===== src/rtl/hpi_pkg.sv =====
package hpi_pkg;
  typedef enum logic [1:0] {
    SRC_NONE = 2'd0,
    SRC_CMD  = 2'd1,
    SRC_RX   = 2'd2,
    SRC_TX   = 2'd3
  } irq_src_e;

  localparam int unsigned BIT_RX   = 0;
  localparam int unsigned BIT_TX   = 1;
  localparam int unsigned BIT_CMD  = 2;
  localparam int unsigned NUM_SRC  = 3;
  localparam int unsigned FLAG_LSB = 3;
  localparam int unsigned FLAG_W   = 2;
  localparam int unsigned REG_W    = NUM_SRC + FLAG_W;
endpackage


===== src/rtl/hpi_data_regs.sv =====
module hpi_data_regs #(
  parameter int unsigned DW = 24
) (
  input  logic          clk_i,
  input  logic          rst_ni,
  input  logic          host_rx_wr_i,
  input  logic [DW-1:0] host_rx_data_i,
  input  logic          dsp_rx_rd_i,
  input  logic          host_tx_rd_i,
  input  logic          dsp_tx_wr_i,
  input  logic [DW-1:0] dsp_tx_data_i,
  output logic [DW-1:0] rx_data_o,
  output logic [DW-1:0] tx_data_o,
  output logic          rx_full_o,
  output logic          tx_empty_o
);
  logic [DW-1:0] rx_q, tx_q;
  logic          rxf_q, txe_q;

  always_ff @(posedge clk_i or negedge rst_ni) begin
    if (!rst_ni) begin
      rx_q  <= '0;
      rxf_q <= 1'b0;
    end else begin
      if (host_rx_wr_i) rx_q <= host_rx_data_i;
      // new host data wins over a concurrent DSP read
      if (host_rx_wr_i)     rxf_q <= 1'b1;
      else if (dsp_rx_rd_i) rxf_q <= 1'b0;
    end
  end

  always_ff @(posedge clk_i or negedge rst_ni) begin
    if (!rst_ni) begin
      tx_q  <= '0;
      txe_q <= 1'b1;
    end else begin
      if (dsp_tx_wr_i) tx_q <= dsp_tx_data_i;
      // fresh DSP data is unread, so the write wins over a host read
      if (dsp_tx_wr_i)       txe_q <= 1'b0;
      else if (host_tx_rd_i) txe_q <= 1'b1;
    end
  end

  assign rx_data_o  = rx_q;
  assign tx_data_o  = tx_q;
  assign rx_full_o  = rxf_q;
  assign tx_empty_o = txe_q;

  assert_rx_set_R2: assert property (@(posedge clk_i) disable iff (!rst_ni)
    host_rx_wr_i |=> rx_full_o);
  assert_rx_clr_R3: assert property (@(posedge clk_i) disable iff (!rst_ni)
    (dsp_rx_rd_i && !host_rx_wr_i) |=> !rx_full_o);
  assert_tx_clr_R4: assert property (@(posedge clk_i) disable iff (!rst_ni)
    dsp_tx_wr_i |=> (!tx_empty_o && tx_data_o == $past(dsp_tx_data_i)));
endmodule


===== src/rtl/hpi_cmd_vec.sv =====
module hpi_cmd_vec #(
  parameter int unsigned HVW = 7
) (
  input  logic         clk_i,
  input  logic         rst_ni,
  input  logic         host_wr_i,
  input  logic [HVW:0] host_data_i,
  input  logic         ack_cmd_i,
  output logic [HVW:0] cvr_o
);
  logic [HVW:0] cvr_q;
  logic         pend;

  assign pend = cvr_q[HVW];

  always_ff @(posedge clk_i or negedge rst_ni) begin
    if (!rst_ni) begin
      cvr_q <= '0;
    end else if (pend) begin
      if (ack_cmd_i) cvr_q[HVW] <= 1'b0;
    end else if (host_wr_i) begin
      cvr_q <= host_data_i;
    end
  end

  assign cvr_o = cvr_q;

  assert_cvr_locked_R7: assert property (@(posedge clk_i) disable iff (!rst_ni)
    (pend && !ack_cmd_i) |=> $stable(cvr_o));
  assert_ack_clears_R10: assert property (@(posedge clk_i) disable iff (!rst_ni)
    (pend && ack_cmd_i) |=> (!cvr_o[HVW] && cvr_o[HVW-1:0] == $past(cvr_q[HVW-1:0])));
  assert_cvr_load_R6: assert property (@(posedge clk_i) disable iff (!rst_ni)
    (!pend && host_wr_i) |=> cvr_o == $past(host_data_i));
endmodule


===== src/rtl/hpi_irq_arb.sv =====
module hpi_irq_arb
  import hpi_pkg::*;
#(
  parameter int unsigned HVW    = 7,
  parameter logic [HVW:0] RX_VEC = 8'h20,
  parameter logic [HVW:0] TX_VEC = 8'h22
) (
  input  logic [NUM_SRC-1:0] flag_i,
  input  logic [NUM_SRC-1:0] en_i,
  input  logic [HVW-1:0]     hv_i,
  input  logic               ack_i,
  output logic [NUM_SRC-1:0] req_o,
  output logic               any_o,
  output logic [HVW:0]       vec_o,
  output logic               ack_cmd_o
);
  irq_src_e sel;

  for (genvar g = 0; g < NUM_SRC; g++) begin : g_mask
    assign req_o[g] = flag_i[g] & en_i[g];
  end

  always_comb begin
    if (req_o[BIT_CMD])     sel = SRC_CMD;
    else if (req_o[BIT_RX]) sel = SRC_RX;
    else if (req_o[BIT_TX]) sel = SRC_TX;
    else                    sel = SRC_NONE;
  end

  always_comb begin
    case (sel)
      SRC_CMD: vec_o = {hv_i, 1'b0};
      SRC_RX:  vec_o = RX_VEC;
      SRC_TX:  vec_o = TX_VEC;
      default: vec_o = '0;
    endcase
  end

  assign any_o     = |req_o;
  assign ack_cmd_o = ack_i & (sel == SRC_CMD);

  always_comb begin
    assert_one_src_R9: assert ($countones({sel == SRC_CMD, sel == SRC_RX, sel == SRC_TX}) == 32'(any_o));
  end
endmodule


===== src/rtl/hpi_irq_unit.sv =====
module hpi_irq_unit
  import hpi_pkg::*;
#(
  parameter int unsigned  DW     = 24,
  parameter int unsigned  HVW    = 7,
  parameter logic [HVW:0] RX_VEC = 8'h20,
  parameter logic [HVW:0] TX_VEC = 8'h22
) (
  input  logic             clk_i,
  input  logic             rst_ni,
  input  logic             host_rx_wr_i,
  input  logic [DW-1:0]    host_rx_data_i,
  input  logic             host_tx_rd_i,
  output logic [DW-1:0]    host_tx_data_o,
  input  logic             host_cvr_wr_i,
  input  logic [HVW:0]     host_cvr_data_i,
  output logic [HVW:0]     host_cvr_o,
  input  logic [1:0]       host_flags_i,
  output logic [1:0]       host_flags_o,
  input  logic             dsp_rx_rd_i,
  output logic [DW-1:0]    dsp_rx_data_o,
  input  logic             dsp_tx_wr_i,
  input  logic [DW-1:0]    dsp_tx_data_i,
  input  logic             dsp_ctrl_wr_i,
  input  logic [4:0]       dsp_ctrl_data_i,
  output logic [4:0]       dsp_ctrl_o,
  output logic [4:0]       dsp_stat_o,
  output logic             irq_rx_o,
  output logic             irq_tx_o,
  output logic             irq_cmd_o,
  output logic             irq_req_o,
  output logic [HVW:0]     irq_vec_o,
  input  logic             irq_ack_i
);
  logic [REG_W-1:0]   ctrl_q;
  logic [NUM_SRC-1:0] flags, req;
  logic               rx_full, tx_empty, ack_cmd;
  logic [HVW:0]       cvr;

  always_ff @(posedge clk_i or negedge rst_ni) begin
    if (!rst_ni)            ctrl_q <= '0;
    else if (dsp_ctrl_wr_i) ctrl_q <= dsp_ctrl_data_i;
  end

  hpi_data_regs #(.DW(DW)) u_data (
    .clk_i, .rst_ni,
    .host_rx_wr_i, .host_rx_data_i, .dsp_rx_rd_i,
    .host_tx_rd_i, .dsp_tx_wr_i, .dsp_tx_data_i,
    .rx_data_o  (dsp_rx_data_o),
    .tx_data_o  (host_tx_data_o),
    .rx_full_o  (rx_full),
    .tx_empty_o (tx_empty)
  );

  hpi_cmd_vec #(.HVW(HVW)) u_cmd (
    .clk_i, .rst_ni,
    .host_wr_i   (host_cvr_wr_i),
    .host_data_i (host_cvr_data_i),
    .ack_cmd_i   (ack_cmd),
    .cvr_o       (cvr)
  );

  assign flags[BIT_RX]  = rx_full;
  assign flags[BIT_TX]  = tx_empty;
  assign flags[BIT_CMD] = cvr[HVW];

  hpi_irq_arb #(.HVW(HVW), .RX_VEC(RX_VEC), .TX_VEC(TX_VEC)) u_arb (
    .flag_i    (flags),
    .en_i      (ctrl_q[NUM_SRC-1:0]),
    .hv_i      (cvr[HVW-1:0]),
    .ack_i     (irq_ack_i),
    .req_o     (req),
    .any_o     (irq_req_o),
    .vec_o     (irq_vec_o),
    .ack_cmd_o (ack_cmd)
  );

  assign irq_rx_o     = req[BIT_RX];
  assign irq_tx_o     = req[BIT_TX];
  assign irq_cmd_o    = req[BIT_CMD];
  assign host_cvr_o   = cvr;
  assign host_flags_o = ctrl_q[FLAG_LSB +: FLAG_W];
  assign dsp_ctrl_o   = ctrl_q;
  assign dsp_stat_o   = {host_flags_i, flags};

  assert_cmd_vec_R8: assert property (@(posedge clk_i) disable iff (!rst_ni)
    irq_cmd_o |-> irq_vec_o == {host_cvr_o[HVW-1:0], 1'b0});
  assert_rx_prio_R9: assert property (@(posedge clk_i) disable iff (!rst_ni)
    (irq_rx_o && !irq_cmd_o) |-> irq_vec_o == RX_VEC);
  assert_mask_R5: assert property (@(posedge clk_i) disable iff (!rst_ni)
    (irq_rx_o || irq_tx_o || irq_cmd_o) |-> ((dsp_stat_o[2:0] & dsp_ctrl_o[2:0]) != 3'b000));
  assert_data_ack_R10: assert property (@(posedge clk_i) disable iff (!rst_ni)
    (irq_ack_i && !irq_cmd_o && !dsp_rx_rd_i && !host_rx_wr_i) |=> $stable(dsp_stat_o[0]));
endmodule


===== config.mk =====
export PLATFORM = sky130hd
export DESIGN_NAME = hpi_irq_unit
export DESIGN_NICKNAME = d
export VERILOG_FILES = /design/src/rtl/hpi_pkg.sv /design/src/rtl/hpi_data_regs.sv /design/src/rtl/hpi_cmd_vec.sv /design/src/rtl/hpi_irq_arb.sv /design/src/rtl/hpi_irq_unit.sv
export SDC_FILE = /design/constraint.sdc
export NUM_CORES = 1
export LEC_CHECK = 0
export CORE_MARGIN = 10
export CORE_UTILIZATION = 40
export DETAILED_ROUTE_END_ITERATION = 7
export DONT_BUFFER_PORTS = 1
export PLACE_DENSITY = 0.57
export REMOVE_ABC_BUFFERS = 1
export SYNTH_ARGS = -nofsm -noshare
export SYNTH_HDL_FRONTEND = slang
export SYNTH_SLANG_ARGS = --single-unit

===== constraint.sdc =====
create_clock -name clk_i -period 1.8 [get_ports clk_i]
set_input_delay 0.18 -clock clk_i [delete_from_list [all_inputs] [get_ports clk_i]]
set_output_delay 0.18 -clock clk_i [all_outputs]
set_load 0.01 [all_outputs]

=== After elaboration in Yosys (flattened, before gate mapping) ===
Index checks and enable logic that the tools add are counted.

* Register bits after elaboration: 63
* Input bits: 72
* Output and inout port bits: 80

* Eq/ne operators: 3
* Multiplexer cells: 11
* Bitwise gates (word level): 5
* Reduce and logical (&&, ||, !) cells: 4

{| class="wikitable"
|+ Operator list
! cell !! count
|-
| case mux 8 bit (3 select lines) || 1
|-
| 2-to-1 mux 8 bit || 1
|-
| 2-to-1 mux 1 bit || 6
|-
| 2-to-1 mux 2 bit || 3
|-
| AND 1 bit || 4
|-
| == test 2 bit (second input constant) || 2
|-
| nonzero test 2 bit || 2
|-
| OR reduction 3 bit || 1
|-
| == test 2 x 1 -> 1 bit (second input constant) || 1
|-
| AND reduction 2 bit || 1
|-
| NOT 1 bit || 1
|}

=== Depth between registers and ports, before layout ===
Gate-level depths: netlist of the first run.

* Depth in word-level cells: 8
* Depth in mapped cells: 3

=== Modules after synthesis ===
A second synthesis of the first run with hierarchy kept.

* Cell total of the unflattened synthesis: 162
* Area total of the unflattened synthesis: 2740.1 um^2

{| class="wikitable"
|+ Modules (own cells, without submodules)
! module !! instances !! cells an instance !! area an instance (um^2)
|-
| hpi_data_regs || 1 || 108 || 2057.0
|-
| hpi_cmd_vec || 1 || 19 || 335.3
|-
| hpi_irq_unit || 1 || 17 || 234.0
|-
| hpi_irq_arb || 1 || 18 || 113.9
|}

=== Worst setup path before layout of the first run ===
Ideal clock, no wire load.

* Kind: reg2out
* Start: register u_cmd.cvr_q[7], in the netlist u_cmd.cvr_o[7]
* End: output port irq_vec_o[1]
* Arrival time: 1.132 ns
* Path slack: 0.488 ns
* Cell stages (with the launch flop): 3
* Path buffers: 0
* Cells stage by stage: dfrtp_1 and2_2 o31ai_1

* Cells in the longest elaborated chain, start to end: 4
* Elaborated cells on any way between the ends: 6

{| class="wikitable"
|+ RTL lines
! item !! RTL line !! source
|-
| from (decl) || hpi_cmd_vec.sv:11 || <nowiki>logic [HVW:0] cvr_q;</nowiki>
|-
| from (signal assigned) || hpi_cmd_vec.sv:22 || <nowiki>cvr_q <= host_data_i;</nowiki>
|-
| AND 1 bit (*) || hpi_irq_arb.sv:20 || <nowiki>assign req_o[g] = flag_i[g] & en_i[g];</nowiki>
|-
| named net irq_cmd_o || hpi_irq_unit.sv:30 || <nowiki>output logic irq_cmd_o,</nowiki>
|-
| 2-to-1 mux 2 bit (*) || hpi_irq_arb.sv:24 || <nowiki>if (req_o[BIT_CMD]) sel = SRC_CMD;</nowiki>
|-
| == test 2 bit or == test 2 x 1 -> 1 bit (tied branches) || hpi_irq_arb.sv:31 || <nowiki>case (sel)</nowiki>
|-
| case mux 8 bit (3 select lines) (*) || hpi_irq_arb.sv:31 ||
|-
| to (decl) || hpi_irq_unit.sv:32 || <nowiki>output logic [HVW:0] irq_vec_o,</nowiki>
|}

Mark *: on every way through the listed nets, which the timed path passes. The rest lies on a longest branch.

=== Worst setup path after layout of the first run ===
* Start: register ctrl_q[2], in the netlist dsp_ctrl_o[2]
* End: output port irq_vec_o[1]

* Cells in the longest elaborated chain, start to end: 4
* Elaborated cells on any way between the ends: 6

{| class="wikitable"
|+ RTL lines
! item !! RTL line !! source
|-
| from (decl) || hpi_irq_unit.sv:35 || <nowiki>logic [REG_W-1:0] ctrl_q;</nowiki>
|-
| from (signal assigned) || hpi_irq_unit.sv:42 || <nowiki>else if (dsp_ctrl_wr_i) ctrl_q <= dsp_ctrl_data_i;</nowiki>
|-
| AND 1 bit (*) || hpi_irq_arb.sv:20 ||
|-
| named net irq_cmd_o || hpi_irq_unit.sv:30 ||
|-
| 2-to-1 mux 2 bit (*) || hpi_irq_arb.sv:24 ||
|-
| == test 2 bit or == test 2 x 1 -> 1 bit (tied branches) || hpi_irq_arb.sv:31 ||
|-
| case mux 8 bit (3 select lines) (*) || hpi_irq_arb.sv:31 ||
|}

Marked as above.

==> Flow_metrics.wiki, run 1 <==
{| class="wikitable"
! Metric !! Value
|-
| M1 GR Usage || 11.79%
|-
| Reg-to-Reg End || dsp_ctrl_o[2]$_DFFE_PN0P_
|-
| Via count of the first global-routing pass || 1894
|-
| Per-instance average area after synthesis || 15.69 µm²
|-
| Hold Crit Class || in -> reg
|-
| Origin of the critical flop-to-flop path || dsp_ctrl_o[2]$_DFFE_PN0P_
|-
| Slack of the worst reg-to-reg path || 0.31 ns
|-
| Worst clock skew || 0.005606 ns
|-
| Endpoint of the most critical setup path || irq_vec_o[1]
|-
| 1st-iter DRT viols || 28
|-
| Met3 track utilization from global routing || 9.619%
|-
| Worst Setup SP || dsp_ctrl_o[2]$_DFFE_PN0P_
|-
| Area leader, netlist || sky130_fd_sc_hd__dfrtp_1
|-
| CTS Sinks || 63
|-
| Number of cell rows || 28
|-
| Count of max-cap constraint violations || 0
|-
| Root Buffer || sky130_fd_sc_hd__clkbuf_8
|-
| Minimum clock period || 1.652 ns
|-
| Met2 track demand over resource || 24.10%
|-
| Die Width || 99.47 µm
|-
| Run status || completed
|-
| Num ports || 152
|-
| Max Clock Freq || 605.2 MHz
|-
| Peak ir drop on the vdd network || 0.6849 mV
|-
| Slew @ Worst Pin || 1.040 ns
|-
| Data arrival time at the worst-slack endpoint || 1.47 ns
|-
| Clock-pin transition on the worst setup and hold timing paths || 0.06 ns
|-
| Nature of the critical path startpoint || flop
|-
| Sequential-to-total area share from yosys stat || 62.46%
|-
| CP endpoint kind || primary output
|-
| Final slew viol count || 0
|-
| Effective utilization at floorplan || 41.92%
|-
| Cells taking the most area after synthesis || sky130_fd_sc_hd__dfrtp_1 (61%), sky130_fd_sc_hd__mux2_2 (24%), sky130_fd_sc_hd__mux2_4 (4.2%), sky130_fd_sc_hd__buf_4 (3.6%), sky130_fd_sc_hd__and3_2 (1.5%)
|-
| Most Crowded Layer GR || met2
|-
| Diodes inserted || 0
|-
| Gate Count Post-Synth || 161
|-
| Via total after detailed routing || 1582
|-
| Synth Register Bits || 63
|-
| Clock latency reported for the late side of the worst-skew pair || 0.33 ns
|-
| Worst rel slew slack || 30.42%
|-
| TritonCTS clock tree || built
|-
| Total area of multi-input combinational cells || 827.0 µm²
|-
| Worst R2R Path Depth || 2
|-
| Quantity of I/O buffers inserted on ports || 0
|-
| Antenna violations before repair || 0
|-
| DRC violations left || 0
|-
| Required time of the critical path || 1.62 ns
|-
| Number of levels in the clock H-tree || 3
|-
| Global-route congestion overflow total || 0
|-
| Post-detailed-placement half-perimeter wirelength || 4635 µm
|-
| Final total negative setup slack || 0 ns
|-
| Overall track demand over capacity in global routing || 13.60%
|-
| Clock buffers created by TritonCTS || 9
|-
| Max FO, Critical Path || 10
|-
| Number of library cell types mapped by synthesis || 20
|-
| Filler cell count in the final layout || 467
|-
| Number of endpoints failing setup at the final stage || 0
|-
| Vertical die dimension || 99.47 µm
|-
| Count of endpoints failing hold in the final timing report || 0
|-
| Pin count of the biggest net entering global routing || 64
|-
| Via density || 5.054
|-
| First-pass GRT wire length || 10530 µm
|-
| Core Box Area || 0.006026 mm²
|-
| Leak || 1.504 nW
|-
| Post-detailed-routing wire length || 6882 µm
|-
| Die footprint || 0.009894 mm²
|-
| Critical path class || reg -> out
|-
| Maximum root-to-sink buffer count || 2
|-
| Antenna viol nets, final || 0
|-
| Layout area overhead || 37.74%
|-
| Final estimated routing congestion in global placement || 0.7734
|-
| Hold slack || 0.01937 ns
|-
| Power Density || 1043 mW/mm²
|-
| Total of warnings raised by yosys || 0
|-
| Number of detailed-routing iterations run before antenna repair || 4
|-
| Post-detailed-route wirelength per cell || 21.99 µm
|-
| Netlist area before placement || 0.002526 mm²
|-
| Ratio of final minimum period to clock period || 91.80%
|-
| RSZ-0062 raised after global routing || false
|-
| Combined flip-flop and latch cell area || 0.001578 mm²
|-
| Ratio of cells with drive above 1 in the final layout || 35.71%
|-
| # nets final || 305
|-
| Share of the synthesized area in the top cell type || 61.42%
|}
==> power breakdown <==
group,internal (mW),leakage (nW),switching (mW),total [mW]
registers,1.61,0.734,0.272,1.88
clock network,0.671,0.100,0.504,1.18
logic,0.359,0.670,0.216,0.575
==> worst min-delay path by stage <==
stage | endpoint | slack (ns) | from | depth (start not counted)
5_1_grt | u_data.rx_data_o[13]$_DFFE_PN0P_ | 0.005 | host_rx_wr_i | 1
6_report | u_data.rx_data_o[13]$_DFFE_PN0P_ | 0.02 | host_rx_wr_i | 1
3_3_place_gp | u_cmd.cvr_o[0]$_DFFE_PN0P_ | -0.11 | rst_ni | 0
3_5_place_dp | u_cmd.cvr_o[0]$_DFFE_PN0P_ | -0.11 | rst_ni | 0
2_1_floorplan | dsp_ctrl_o[0]$_DFFE_PN0P_ | -0.12 | rst_ni | 0
4_1_cts | u_data.rx_data_o[3]$_DFFE_PN0P_ | 0.001 | host_rx_wr_i | 1
==> cell families (layout without fill, tap and decap cells) <==
| kind of cell | count (synthesis) | count (layout) | share of synthesized area [%] |
|---|---|---|---|
| DFF | 63 | 63 | 62.46 |
| muxes | 60 | 60 | 27.79 |
| buffers and inverters | 19 | 96 | 5.002 |
| and+or+nand+nor | 12 | 12 | 3.022 |
| AOI/OAI and AO/OA | 6 | 6 | 1.585 |
| other | 1 | 1 | 0.1484 |
==> layer usage <==
metal | share of wire [%] | vias up
met5 | 0 | -
met4 | 1.2 | 0
met3 | 14 | 8
met2 | 53 | 100
met1 | 32 | 780
li1 | - | 694
==> flip-flops by register name (all words and copies together), names as in the netlist <==
register           flops
dsp_ctrl_o             5
u_cmd.cvr_o            8
u_data.rx_data_o      24
u_data.rx_full_o       1
u_data.tx_data_o      24
u_data.tx_empty_o      1
==> final cells by class <==
class | instances | share of cell area [%]
tap | 75 | 2.697
multi-input combinational | 79 | 23.77
inverter | 4 | 0.4315
sequential | 63 | 45.34
timing repair buffer | 76 | 22.29
clock inverter | 4 | 1.294
clock buffer | 12 | 4.171
==> Yosys cell counts (all sizes together) <==
cell and count:
a222oi 1, o31ai 1, nor2b 1, a21o 1, and3 5, conb 1
and2 2, dfstp 1, inv 4, nor2 2, nand3 1, a21oi 3
mux2 60, dfrtp 62, nand2 1, buf 15
==> timing repair <==
action | CTS | global route
gates resized for setup | 0 | 1
endpoints found under the hold margin | 126 | 7
hold buffers | 74 | 1
buffers inserted | 0 | 0
setup endpoints to repair | 0 | 1
==> per-stage QoR <==
stage	util, %	std cells	area [µm²]	setup slack [ns]	power, mW
global placement	41.76	222	2516	0.3876	2.265
global route	57.75	313	3480	0.07057	3.806
detailed placement	41.76	222	2516	0.3885	2.291
finish	57.75	313	3480	0.1477	3.630
floorplan	-	146	2415	0.4442	2.159
CTS	57.50	312	3465	0.02554	3.673
==> worst max-delay path, cell delays in order, from the launching register on <==
cell and delay (ns):
sky130_fd_sc_hd__dfrtp_1 0.50, sky130_fd_sc_hd__and2_2 0.28, sky130_fd_sc_hd__o31ai_2 0.36
==> cell usage in the layout (no fill, tap or decap), drive strengths merged <==
cell type and count:
dlygate4sd3 74, dfrtp 62, mux2 60, clkbuf 12
and3 5, inv 4, a21oi 3, clkinv 3
nor2 2, and2 2, buf 2, nand2 1
a222oi 1, nand3 1, o31ai 1, a21o 1
nor2b 1, conb 1, bufinv 1, dfstp 1
Power figures use the tool's default switching activity.
==> run 2: changes to the inputs <==
Settings changed: CORE_UTILIZATION 40 to 35, PLACE_DENSITY 0.57 to 0.52.
==> Flow_metrics.wiki, run 2 (same netlist as run 1, synthesis figures left out) <==
{| class="wikitable"
! Metric !! Value
|-
| CTS Sinks || 63 (unchanged)
|-
| Final estimated routing congestion in global placement || 0.7195 (-7.0%)
|-
| First-pass GRT wire length || 10870 µm (+3.2%)
|-
| Combined flip-flop and latch cell area || 0.001578 mm² (unchanged)
|-
| Required time of the critical path || 1.62 ns (about the same)
|-
| Nature of the critical path startpoint || flop
|-
| Ratio of final minimum period to clock period || 93.50% (+1.7 points)
|-
| Root Buffer || sky130_fd_sc_hd__clkbuf_8
|-
| Antenna violations before repair || 0 (unchanged)
|-
| Pin count of the biggest net entering global routing || 64 (unchanged)
|-
| Setup WS post-layout || 0.1170 ns (-0.03063 ns)
|-
| Vertical die dimension || 105.0 µm (+5.5%)
|-
| CP endpoint kind || primary output
|-
| Count of max-cap constraint violations || 0 (unchanged)
|-
| Worst rel slew slack || 35.03% (+4.6 points)
|-
| Critical path class || reg -> out
|-
| Worst R2R Path Depth || 2 (unchanged)
|-
| Power Density || 1052 mW/mm² (+0.86%)
|-
| Peak ir drop on the vdd network || 0.4570 mV (-33%)
|-
| Ratio of cells with drive above 1 in the final layout || 37.02% (+1.3 points)
|-
| Clock latency reported for the late side of the worst-skew pair || 0.32 ns (about the same)
|-
| # nets final || 302 (-0.98%)
|-
| Layout area overhead || 38.29%
|-
| Antenna viol nets, final || 0 (unchanged)
|-
| Number of cell rows || 30 (+7.1%)
|-
| Overall track demand over capacity in global routing || 12.37% (-1.2 points)
|-
| Hold Crit Class || in -> reg
|-
| Max FO, Critical Path || 11 (+1)
|-
| Origin of the critical flop-to-flop path || dsp_ctrl_o[2]$_DFFE_PN0P_
|-
| Via count of the first global-routing pass || 1942 (+2.5%)
|-
| Final slew viol count || 0 (unchanged)
|-
| Count of endpoints failing hold in the final timing report || 0 (unchanged)
|-
| Filler cell count in the final layout || 577 (+24%)
|-
| Number of endpoints failing setup at the final stage || 0 (unchanged)
|-
| Worst clock skew || 0.005047 ns (-0.0005590 ns)
|-
| Run status || completed
|-
| Total area of multi-input combinational cells || 827.0 µm² (unchanged)
|-
| Num ports || 152 (unchanged)
|-
| Quantity of I/O buffers inserted on ports || 0 (unchanged)
|-
| Diodes inserted || 0 (unchanged)
|-
| Die footprint || 0.01102 mm² (+11%)
|-
| Global-route congestion overflow total || 0 (unchanged)
|-
| Reg-to-Reg End || dsp_ctrl_o[2]$_DFFE_PN0P_
|-
| CP max stage delay || 0.51 ns (about the same)
|-
| Number of levels in the clock H-tree || 3 (unchanged)
|-
| Clock buffers created by TritonCTS || 9 (unchanged)
|-
| Maximum root-to-sink buffer count || 2 (unchanged)
|-
| Post-detailed-placement half-perimeter wirelength || 4560 µm (-1.6%)
|-
| Clock-pin transition on the worst setup and hold timing paths || 0.07 ns (about the same)
|-
| Post-detailed-routing wire length || 6927 µm (+0.65%)
|-
| Minimum clock period || 1.683 ns (+0.03063 ns)
|-
| Pre-CTS setup slack || 0.3995 ns (+0.01097 ns)
|-
| Cell-by-cell listing of the critical path || a222oi_1, a21oi_1
|-
| Slew @ Worst Pin || 0.9714 ns (-0.06887 ns)
|-
| Number of detailed-routing iterations run before antenna repair || 5 (+1)
|-
| RSZ-0062 raised after global routing || false
|-
| DRC violations left || 0 (unchanged)
|-
| Slowest stage cell, crit path || sky130_fd_sc_hd__dfrtp_1
|-
| Data arrival time at the worst-slack endpoint || 1.50 ns (+0.03 ns)
|-
| TritonCTS clock tree || built
|-
| Post-detailed-route wirelength per cell || 20.93 µm (-4.8%)
|-
| Depth of the worst hold-timing path || 1 (unchanged)
|-
| Via total after detailed routing || 1579 (-0.19%)
|-
| Slack of the worst reg-to-reg path || 0.31 ns (about the same)
|-
| Leak || 1.498 nW (-0.37%)
|-
| Most frequent cells in the layout || sky130_fd_sc_hd__dlygate4sd3_1 (71), sky130_fd_sc_hd__dfrtp_1 (62), sky130_fd_sc_hd__mux2_2 (53)
|-
| Most common cell after layout, fill and taps aside || sky130_fd_sc_hd__dlygate4sd3_1
|-
| Hold path endpoint || u_data.tx_data_o[20]$_DFFE_PN0P_
|-
| Die Width || 105.0 µm (+5.5%)
|-
| Max Clock Freq || 594.2 MHz (-1.8%)
|-
| Hold Path Origin || dsp_tx_wr_i
|-
| Via density || 4.770 (-5.6%)
|-
| Effective utilization at floorplan || 36.58% (-5.3 points)
|-
| Core Box Area || 0.006907 mm² (+15%)
|-
| Final total negative setup slack || 0 ns (unchanged)
|-
| 1st-iter DRT viols || 41 (+46%)
|}
-- run 2: what timing repair did --
action	CTS	global route
hold buffers	70	2
endpoints found under the hold margin	124	3
gates resized for setup	0	1
setup buffers	0	0
endpoints found under the setup margin	0	1
-- run 2: metal layers --
metal	GRT usage (%)	routed length, µm	up-vias
met4	4.706	57	0
met3	6.634	883	7
li1	-	-	688
met1	11.05	2261	787
met2	22.82	3725	97
met5	0	0	-
-- run 2: worst max-delay path, delay by kind of cell (launching register included) --
kind,cells,cell delay [ns]
DFF,1,0.51
AOI/OAI and AO/OA,2,0.66
-- run 2: where the power goes --
| part | total (mW) | switching [mW] | internal [mW] |
|---|---|---|---|
| Clock | 1.23 | 0.519 | 0.712 |
| Sequential | 1.89 | 0.282 | 1.61 |
| Combinational | 0.556 | 0.203 | 0.353 |
-- run 2: stage by stage --
stage | cell area [µm²] | power [mW] | cells | utilization, % | hold WS (ns)
after floorplan | 2415 | 2.159 | 146 | - | -0.1156
after global placement | 2542 | 2.270 | 243 | 36.81 | -0.1135
after detailed placement | 2542 | 2.284 | 243 | 36.81 | -0.1133
after CTS | 3468 | 3.715 | 329 | 50.22 | 0.0003791
after global routing | 3493 | 3.876 | 331 | 50.58 | 0.0003105
final | 3493 | 3.676 | 331 | 50.58 | 0.01641
-- run 2: worst max path at each step --
stage / startpoint / end / cells after the start / slack (ns)
final: u_cmd.cvr_o[7]$_DFF_PN0_ / irq_vec_o[5] / 2 / 0.12
after global placement: dsp_ctrl_o[2]$_DFFE_PN0P_ / irq_vec_o[1] / 2 / 0.40
after detailed placement: dsp_ctrl_o[2]$_DFFE_PN0P_ / irq_vec_o[1] / 2 / 0.40
after floorplan: u_cmd.cvr_o[7]$_DFF_PN0_ / irq_vec_o[1] / 2 / 0.44
after CTS: dsp_ctrl_o[2]$_DFFE_PN0P_ / irq_vec_o[1] / 2 / 0.03
after global routing: dsp_ctrl_o[2]$_DFFE_PN0P_ / irq_vec_o[5] / 2 / 0.008
-- run 2: area by class of cell --
| class | instances | share of cell area (%) |
|---|---|---|
| multi-input cells | 79 | 23.67 |
| clock inverters | 5 | 1.612 |
| flip-flops and latches | 63 | 45.16 |
| inverters | 4 | 0.4298 |
| repair buffers | 73 | 21.35 |
| well taps | 96 | 3.438 |
| clock buffers | 11 | 4.334 |
